## config.mk

```make
export PLATFORM = sky130hd
export DESIGN_NAME = acc_alu_unit
export DESIGN_NICKNAME = d
export VERILOG_FILES = /design/src/rtl/acc_alu_unit.sv
export SDC_FILE = /design/constraint.sdc
export NUM_CORES = 1
export LEC_CHECK = 0
export BUFFER_PORTS_ARGS = -buffer_cell sky130_fd_sc_hd__buf_2
export CORE_MARGIN = 1
export CORE_UTILIZATION = 45
export CTS_CLUSTER_SIZE = 12
export DETAILED_ROUTE_END_ITERATION = 10
export GPL_ROUTABILITY_DRIVEN = 0
export PLACE_DENSITY = 0.72
export REMOVE_ABC_BUFFERS = 1
export SYNTH_ARGS = -nofsm -noshare
export SYNTH_HDL_FRONTEND = slang
export SYNTH_SLANG_ARGS = --single-unit
```

## constraint.sdc

```tcl
create_clock -name clk -period 9.8 [get_ports clk]
set_clock_uncertainty 0.05 [all_clocks]
set_input_delay 1.96 -clock clk [delete_from_list [all_inputs] [get_ports clk]]
set_output_delay 1.96 -clock clk [all_outputs]
set_load 0.02 [all_outputs]
```

## src/rtl/acc_alu_unit.sv

```systemverilog
module acc_alu_unit #(
  parameter int DW   = 16,
  parameter int AW   = 16,
  parameter int BASE = 8
) (
  input  logic          clk,
  input  logic          rst_n,
  input  logic [AW-1:0] bus_addr,
  input  logic [DW-1:0] bus_wdata,
  input  logic          bus_wr,
  input  logic          bus_rd,
  output logic [DW-1:0] bus_rdata
);
  localparam int OFFW = 3;
  localparam logic [AW-1:0] BASE_A = AW'(BASE);

  logic [DW-1:0] acc;
  logic fn, fz, fv, fc;

  wire hit = (bus_addr[AW-1:OFFW] == BASE_A[AW-1:OFFW]);
  wire [OFFW-1:0] off = bus_addr[OFFW-1:0];
  wire wr_hit = bus_wr && hit;

  logic [DW-1:0] opa, opb, res;
  logic          cin, nv, nc, tst;
  logic [DW:0]   sum;

  always_comb begin
    opa = acc;
    opb = bus_wdata;
    cin = 1'b0;
    case (off)
      3'd1: begin opa = acc;       opb = ~bus_wdata; cin = 1'b1; end
      3'd2: begin opa = bus_wdata; opb = ~acc;       cin = 1'b1; end
      3'd4: cin = fc;
      default: ;
    endcase
    sum = {1'b0, opa} + {1'b0, opb} + {{DW{1'b0}}, cin};
  end

  wire arith = (off >= 3'd1) && (off <= 3'd4);
  wire ovf   = (opa[DW-1] == opb[DW-1]) && (sum[DW-1] != opa[DW-1]);

  always_comb begin
    case (off)
      3'd0:    res = bus_wdata;
      3'd5:    res = acc | bus_wdata;
      3'd6:    res = acc & bus_wdata;
      3'd7:    res = {1'b0, bus_wdata[DW-1:1]};
      default: res = sum[DW-1:0];
    endcase
    nc = arith ? sum[DW] : (off == 3'd7) ? bus_wdata[0] : 1'b0;
    nv = arith ? ovf : 1'b0;
  end

  always_ff @(posedge clk or negedge rst_n) begin
    if (!rst_n) begin
      acc <= '0;
      fn  <= 1'b0;
      fz  <= 1'b0;
      fv  <= 1'b0;
      fc  <= 1'b0;
    end else if (wr_hit) begin
      acc <= res;
      fn  <= res[DW-1];
      fz  <= (res == '0);
      fv  <= nv;
      fc  <= nc;
    end
  end

  always_comb begin
    case (off)
      3'd1:    tst = fn;
      3'd2:    tst = fz;
      3'd3:    tst = fv;
      3'd4:    tst = fc;
      3'd5:    tst = fn ^ fv;
      3'd6:    tst = (fn ^ fv) | fz;
      3'd7:    tst = fc & ~fz;
      default: tst = 1'b0;
    endcase
  end

  assign bus_rdata = !(bus_rd && hit) ? '0 :
                     (off == 3'd0)    ? acc :
                     {{(DW-2){1'b0}}, tst, 1'b0};


  a_r2_miss_keeps_state: assert property (@(posedge clk) disable iff (!rst_n)
    !wr_hit |=> ($stable(acc) && $stable({fn, fz, fv, fc})));


  a_r3_load: assert property (@(posedge clk) disable iff (!rst_n)
    (wr_hit && off == 3'd0) |=> (acc == $past(bus_wdata) && !fv && !fc));


  a_r6_logic_clears_vc: assert property (@(posedge clk) disable iff (!rst_n)
    (wr_hit && (off == 3'd5 || off == 3'd6)) |=> (!fv && !fc));


  a_r5_add: assert property (@(posedge clk) disable iff (!rst_n)
    (wr_hit && off == 3'd3) |=> (acc == $past(acc) + $past(bus_wdata)));


  a_r9_cond_encoding: assert property (@(posedge clk) disable iff (!rst_n)
    (bus_rd && hit && off != 3'd0) |-> (bus_rdata == DW'(0) || bus_rdata == DW'(2)));


  a_r10_idle_read: assert property (@(posedge clk) disable iff (!rst_n)
    !bus_rd |-> (bus_rdata == '0));


  a_r7_shift_top_zero: assert property (@(posedge clk) disable iff (!rst_n)
    (wr_hit && off == 3'd7) |=> (!acc[DW-1] && fc == $past(bus_wdata[0])));
endmodule

```

# == Word-level counts from Yosys, hierarchy flattened ==
# Index checks and enable logic that the tools add are counted.
# totals
ff_bits,20
inputBits,36
output_inout_bits,16
elab_cells,44
# classes
add_sub_neg,2
n_lt_le_gt_ge,2
n_eq_ne,10
muxes,10
bitwise,8
reduce_logical,7
# op_table
op,count
case mux 16 bit (4 select lines),1
2-to-1 mux 16 bit,3
NOT 16 bit,2
case mux 16 bit (2 select lines),1
adder 16 x 16 -> 17 bit,1
adder 17 x 1 -> 17 bit,1
AND 16 bit,1
logical NOT 16 bit,1
OR 16 bit,1
== test 13 x 1 -> 1 bit (second input constant),1
== test 3 bit (second input constant),4
case mux 1 bit (7 select lines),1
== test 3 x 2 -> 1 bit (second input constant),2
logical AND 1 bit,4
== test 3 x 1 -> 1 bit (second input constant),1
greater-or-equal comparator 3 x 1 -> 1 bit (second input constant),1
<= comparator 3 bit (second input constant),1
logical NOT 3 bit,1
2-to-1 mux 1 bit,3
case mux 1 bit (2 select lines),1
OR reduction 2 bit,1
AND 1 bit,1
== test 1 bit,1
!= test 1 bit,1
3 further kinds,3

# == Depth between registers and ports, before layout ==
# logic_depth
depth_word,7
ltp_mapped,20
mapped_depth_nobuf,17

# == Least setup slack after synthesis ==
# OpenSTA, ideal clock, no wires.
# synth_timing
kind,in2reg
startpoint,input port bus_addr[1]
endpoint,register fz
setup_ns,0.121
arrival_ns,5.414
t_required_ns,9.629
slack_ns,4.215
path_stages,18
path_buffers,2
path_cell_list,nor2_1 nand2_1 and2_1 clkbuf_1 clkbuf_1 a21o_1 fa_1 inv_1 fa_1 nand2b_1 a21oi_1 o41ai_2 o21a_1 o21ba_2 mux2i_1 a21oi_1 and4_1 a22o_1
# synth_via
elab_chain_len,6
word_cells_on_any_way,15
cone_classes,2 x add/sub; 6 x eq/ne; 4 x mux; 3 x reduce/logical
# synth_rtl
item,line,rtl
start: declaration,8,"input logic [AW-1:0] bus_addr,"
== test 3 x 2 -> 1 bit / == test 3 x 1 -> 1 bit (equally long branches),32,case (off)
case mux 16 bit (2 select lines) (tied with other cells),32,
adder 16 x 16 -> 17 bit / case mux 1 bit (2 select lines) (equally long branches),"38, 32",
adder 17 x 1 -> 17 bit,38,"sum = {1'b0, opa} + {1'b0, opb} + {{DW{1'b0}}, cin};"
case mux 16 bit (4 select lines) (*),45,case (off)
logical NOT 16 bit (*),66,fz <= (res == '0);
end signal: assignment,66,
end: declaration,18,"logic fn, fz, fv, fc;"
# Every way passes the cells marked *; elsewhere a longest branch is shown, timed or not.
# A chain may end at the register's enable or synchronous reset.

# == Worst setup path after layout ==
# Ends and elaborated chain as after synthesis.

==> impl_metrics.env <==
export IMPL_status="completed"
export IMPL_ys_warn_count=0
export IMPL_worst_ep_required_time_ns=9.92
export IMPL_path_clk_slew_ns=0.08
export IMPL_worst_slew_pin_slew_ns=1.02
export IMPL_cts_resized=0
export IMPL_yosysUniqueCellTypes=71
export IMPL_power_density_nw_per_um2=80.8
export IMPL_cts_hold_buf=0
export IMPL_fin_crit_sh=0.700
export IMPL_switching_power_uw=113
export IMPL_endpoint_kind="register"
export IMPL_pwr_share_comb=0.492
export IMPL_yosysSeqAreaShare=0.152
export IMPL_die_h_um=85.3
export IMPL_antennaDiodeCount=0
export IMPL_synth_edf_count=0
export IMPL_max_cap_violations=0
export IMPL_antenna_left=0
export IMPL_hpwl_um=6770
export IMPL_grt_start_max_net_pins=44
export IMPL_io_buffers=51
export IMPL_io_pins=52
export IMPL_seqPwrFrac=0.286
export IMPL_antenna_found_initial=0
export IMPL_synth_flop_cell="dfrtp_1"
export IMPL_hold_path_startpoint="fv"
export IMPL_grt_pass1_wl_um=15600
export IMPL_whs_ns=0.506
export IMPL_cts_tree="done"
export IMPL_dieArea_um2=7280
export IMPL_grtUsageTotal=0.267
export IMPL_crit_slowest_cell="nor2_1"
export IMPL_hp_class="register to register"
export IMPL_numClockSinks=19
export IMPL_worstPathMaxFanout=43
export IMPL_cpPeakStageDelay_ns=0.62
export IMPL_fmax_mhz=146
export IMPL_synth_top_area_frac=0.152
export IMPL_path_cells="buf_2 > nor2_1 > nand2_1 > and2_1 > a21o_1 > fa_1 > inv_1 > fa_1 > nand2b_1 > a21oi_1 > o41ai_2 > o21a_1 > o21ba_2 > mux2i_1 > a21oi_1 > and4_1 > a22o_1"
export IMPL_yosys_top_cells_count="41 x nand2_1, 28 x o21ai_0, 27 x nor2_1"
export IMPL_r2r_start="acc[0]"
export IMPL_ys_ff_latch=19
export IMPL_synth_avg_cell_area_um2=7.55
export IMPL_drc=0
export IMPL_post_cts_repair_setup_buffers=0
export IMPL_insertion_delay_ns=0.27
export IMPL_finalMaxSlewViolations=0
export IMPL_grt_pass1_vias=3150
export IMPL_crit_type="input port to register"
export IMPL_vias=3455
export IMPL_slew_headroom=0.314
export IMPL_syn_inst=414
export IMPL_leakage_uw=0.00159
export IMPL_syn2layout_area_growth_pct=9.21
export IMPL_setup_viol=0
export IMPL_htreeDepth=1
export IMPL_crit_path_start="bus_addr[1]"
export IMPL_syn_cell_area_um2=3130
export IMPL_die_x_um=85.3
export IMPL_wl_um=9490
export IMPL_synth_area_leaders="dfrtp_1 15%, mux2_2 6.8%, ha_1 6.0%"
export IMPL_root_buffer="clkbuf_8"
export IMPL_fill_cells=682
export IMPL_drt_pass1_iter_count=5
export IMPL_peakVddDrop_v=0.0000566
export IMPL_drt_iter0_drc=369
export IMPL_cts_buffers=3
export IMPL_num_rows=30
export IMPL_multiInputGateArea_um2=2480
export IMPL_cts_buffer_depth=2
export IMPL_finalCriticalPeriod_ns=6.86
export IMPL_p_int_uw=163
export IMPL_ff_latch_area_um2=475
export IMPL_start_util=0.463
export IMPL_core_area_um2=6760
export IMPL_cp_start_kind="input port"
export IMPL_worstPathArrival_ns=6.98
export IMPL_async_flop_share=1.00
export IMPL_yosys_area_top_type="dfrtp_1"
export IMPL_final_hold_viol_count=0
export IMPL_fin_nets=497
export IMPL_tns_ns=0
export IMPL_via_per_inst=6.61
export IMPL_yosysMostFrequentCell="nand2_1"
export IMPL_drive_gt1_frac=0.210
export IMPL_p_clk_frac=0.222
export IMPL_wl_per_cell_um=18.1
export IMPL_rsz0062_at_grt="no"
export IMPL_swShare=0.410
export IMPL_overflow=0
## layout by cell type (no fill, tap or decap), drive strengths merged, types with 12 or more instances in the layout
cell type  synthesis  layout
o21ai             35      35
nand2             42      42
mux2              19      19
ha                15      15
inv               12      12
a21o              19      19
buf               15      53
o22ai             26      26
nor2              27      27
mux2i             13      13
dfrtp             19      19
a21oi             28      28
and2              17      17
nor3              15      15
## routing by layer
layer  GRT usage  vias to the layer above  part of all wire
met1       0.365                     1604              0.44
li1            -                     1632                 -
met3      0.0243                       32             0.074
met4      0.0833                        0             0.028
met5           0                        -                 0
met2       0.446                      187              0.46
## layout make-up
| class | count | share of cell area |
|---|---|---|
| Sequential cell | 19 | 0.139 |
| Tap cell | 80 | 0.0293 |
| Multi-Input combinational cell | 355 | 0.726 |
| Inverter | 12 | 0.0132 |
| Timing Repair Buffer | 53 | 0.0792 |
| Clock buffer | 4 | 0.0132 |
## through the flow
stage          cell area [µm²]  total power, µW  utilization  setup slack, ns  std cells
2_1_floorplan             3000              173            -             4.02        386
3_5_place_dp              3370              212        0.499             2.90        519
3_3_place_gp              3370              210        0.499             3.19        519
6_report                  3410              276        0.505             2.94        523
5_1_grt                   3410              294        0.505             2.71        523
4_1_cts                   3410              275        0.505             3.16        523
## power by group through the flow
stage / Sequential [µW] / Combinational, µW / Clock (µW)
6_report: 78.8 / 136 / 61.3
5_1_grt: 78.9 / 148 / 66.8
4_1_cts: 78.8 / 133 / 63.5
3_5_place_dp: 80.4 / 132 / 0
3_3_place_gp: 80.4 / 130 / 0
2_1_floorplan: 80.3 / 92.4 / 0
## final timing paths
path | end | slack, ns | cells past startpoint
max | fz | 2.94 | 17
min | fv | 0.51 | 2
max reg2reg | fz | 6.29 | 13
min reg2reg | fv | 0.51 | 2
max in group asynchronous | acc[8] | 7.76 | 1
min in group asynchronous | fc | 1.60 | 1
## flip-flops by register name (all words and copies together), names as in the netlist
register	flops
fc	1
fv	1
acc	16
fz	1
## worst max-delay path: cells and delay by family
family,cells,cell delay [ns]
adders and majority gates,2,0.62
muxes,1,0.21
buffers and inverters,2,0.45
AOI/OAI and AO/OA,7,1.58
and+or+nand+nor,5,2.13
## cells by family after synthesis
kind of cell	synth area share
multiplexers	0.110
AO/OA/AOI/OAI	0.358
adder cells (fa/ha/maj)	0.0729
AND/OR/NAND/NOR	0.229
XOR/XNOR	0.0224
flip-flops	0.152
buffers and inverters	0.0552
Power figures use the tool's default switching activity.
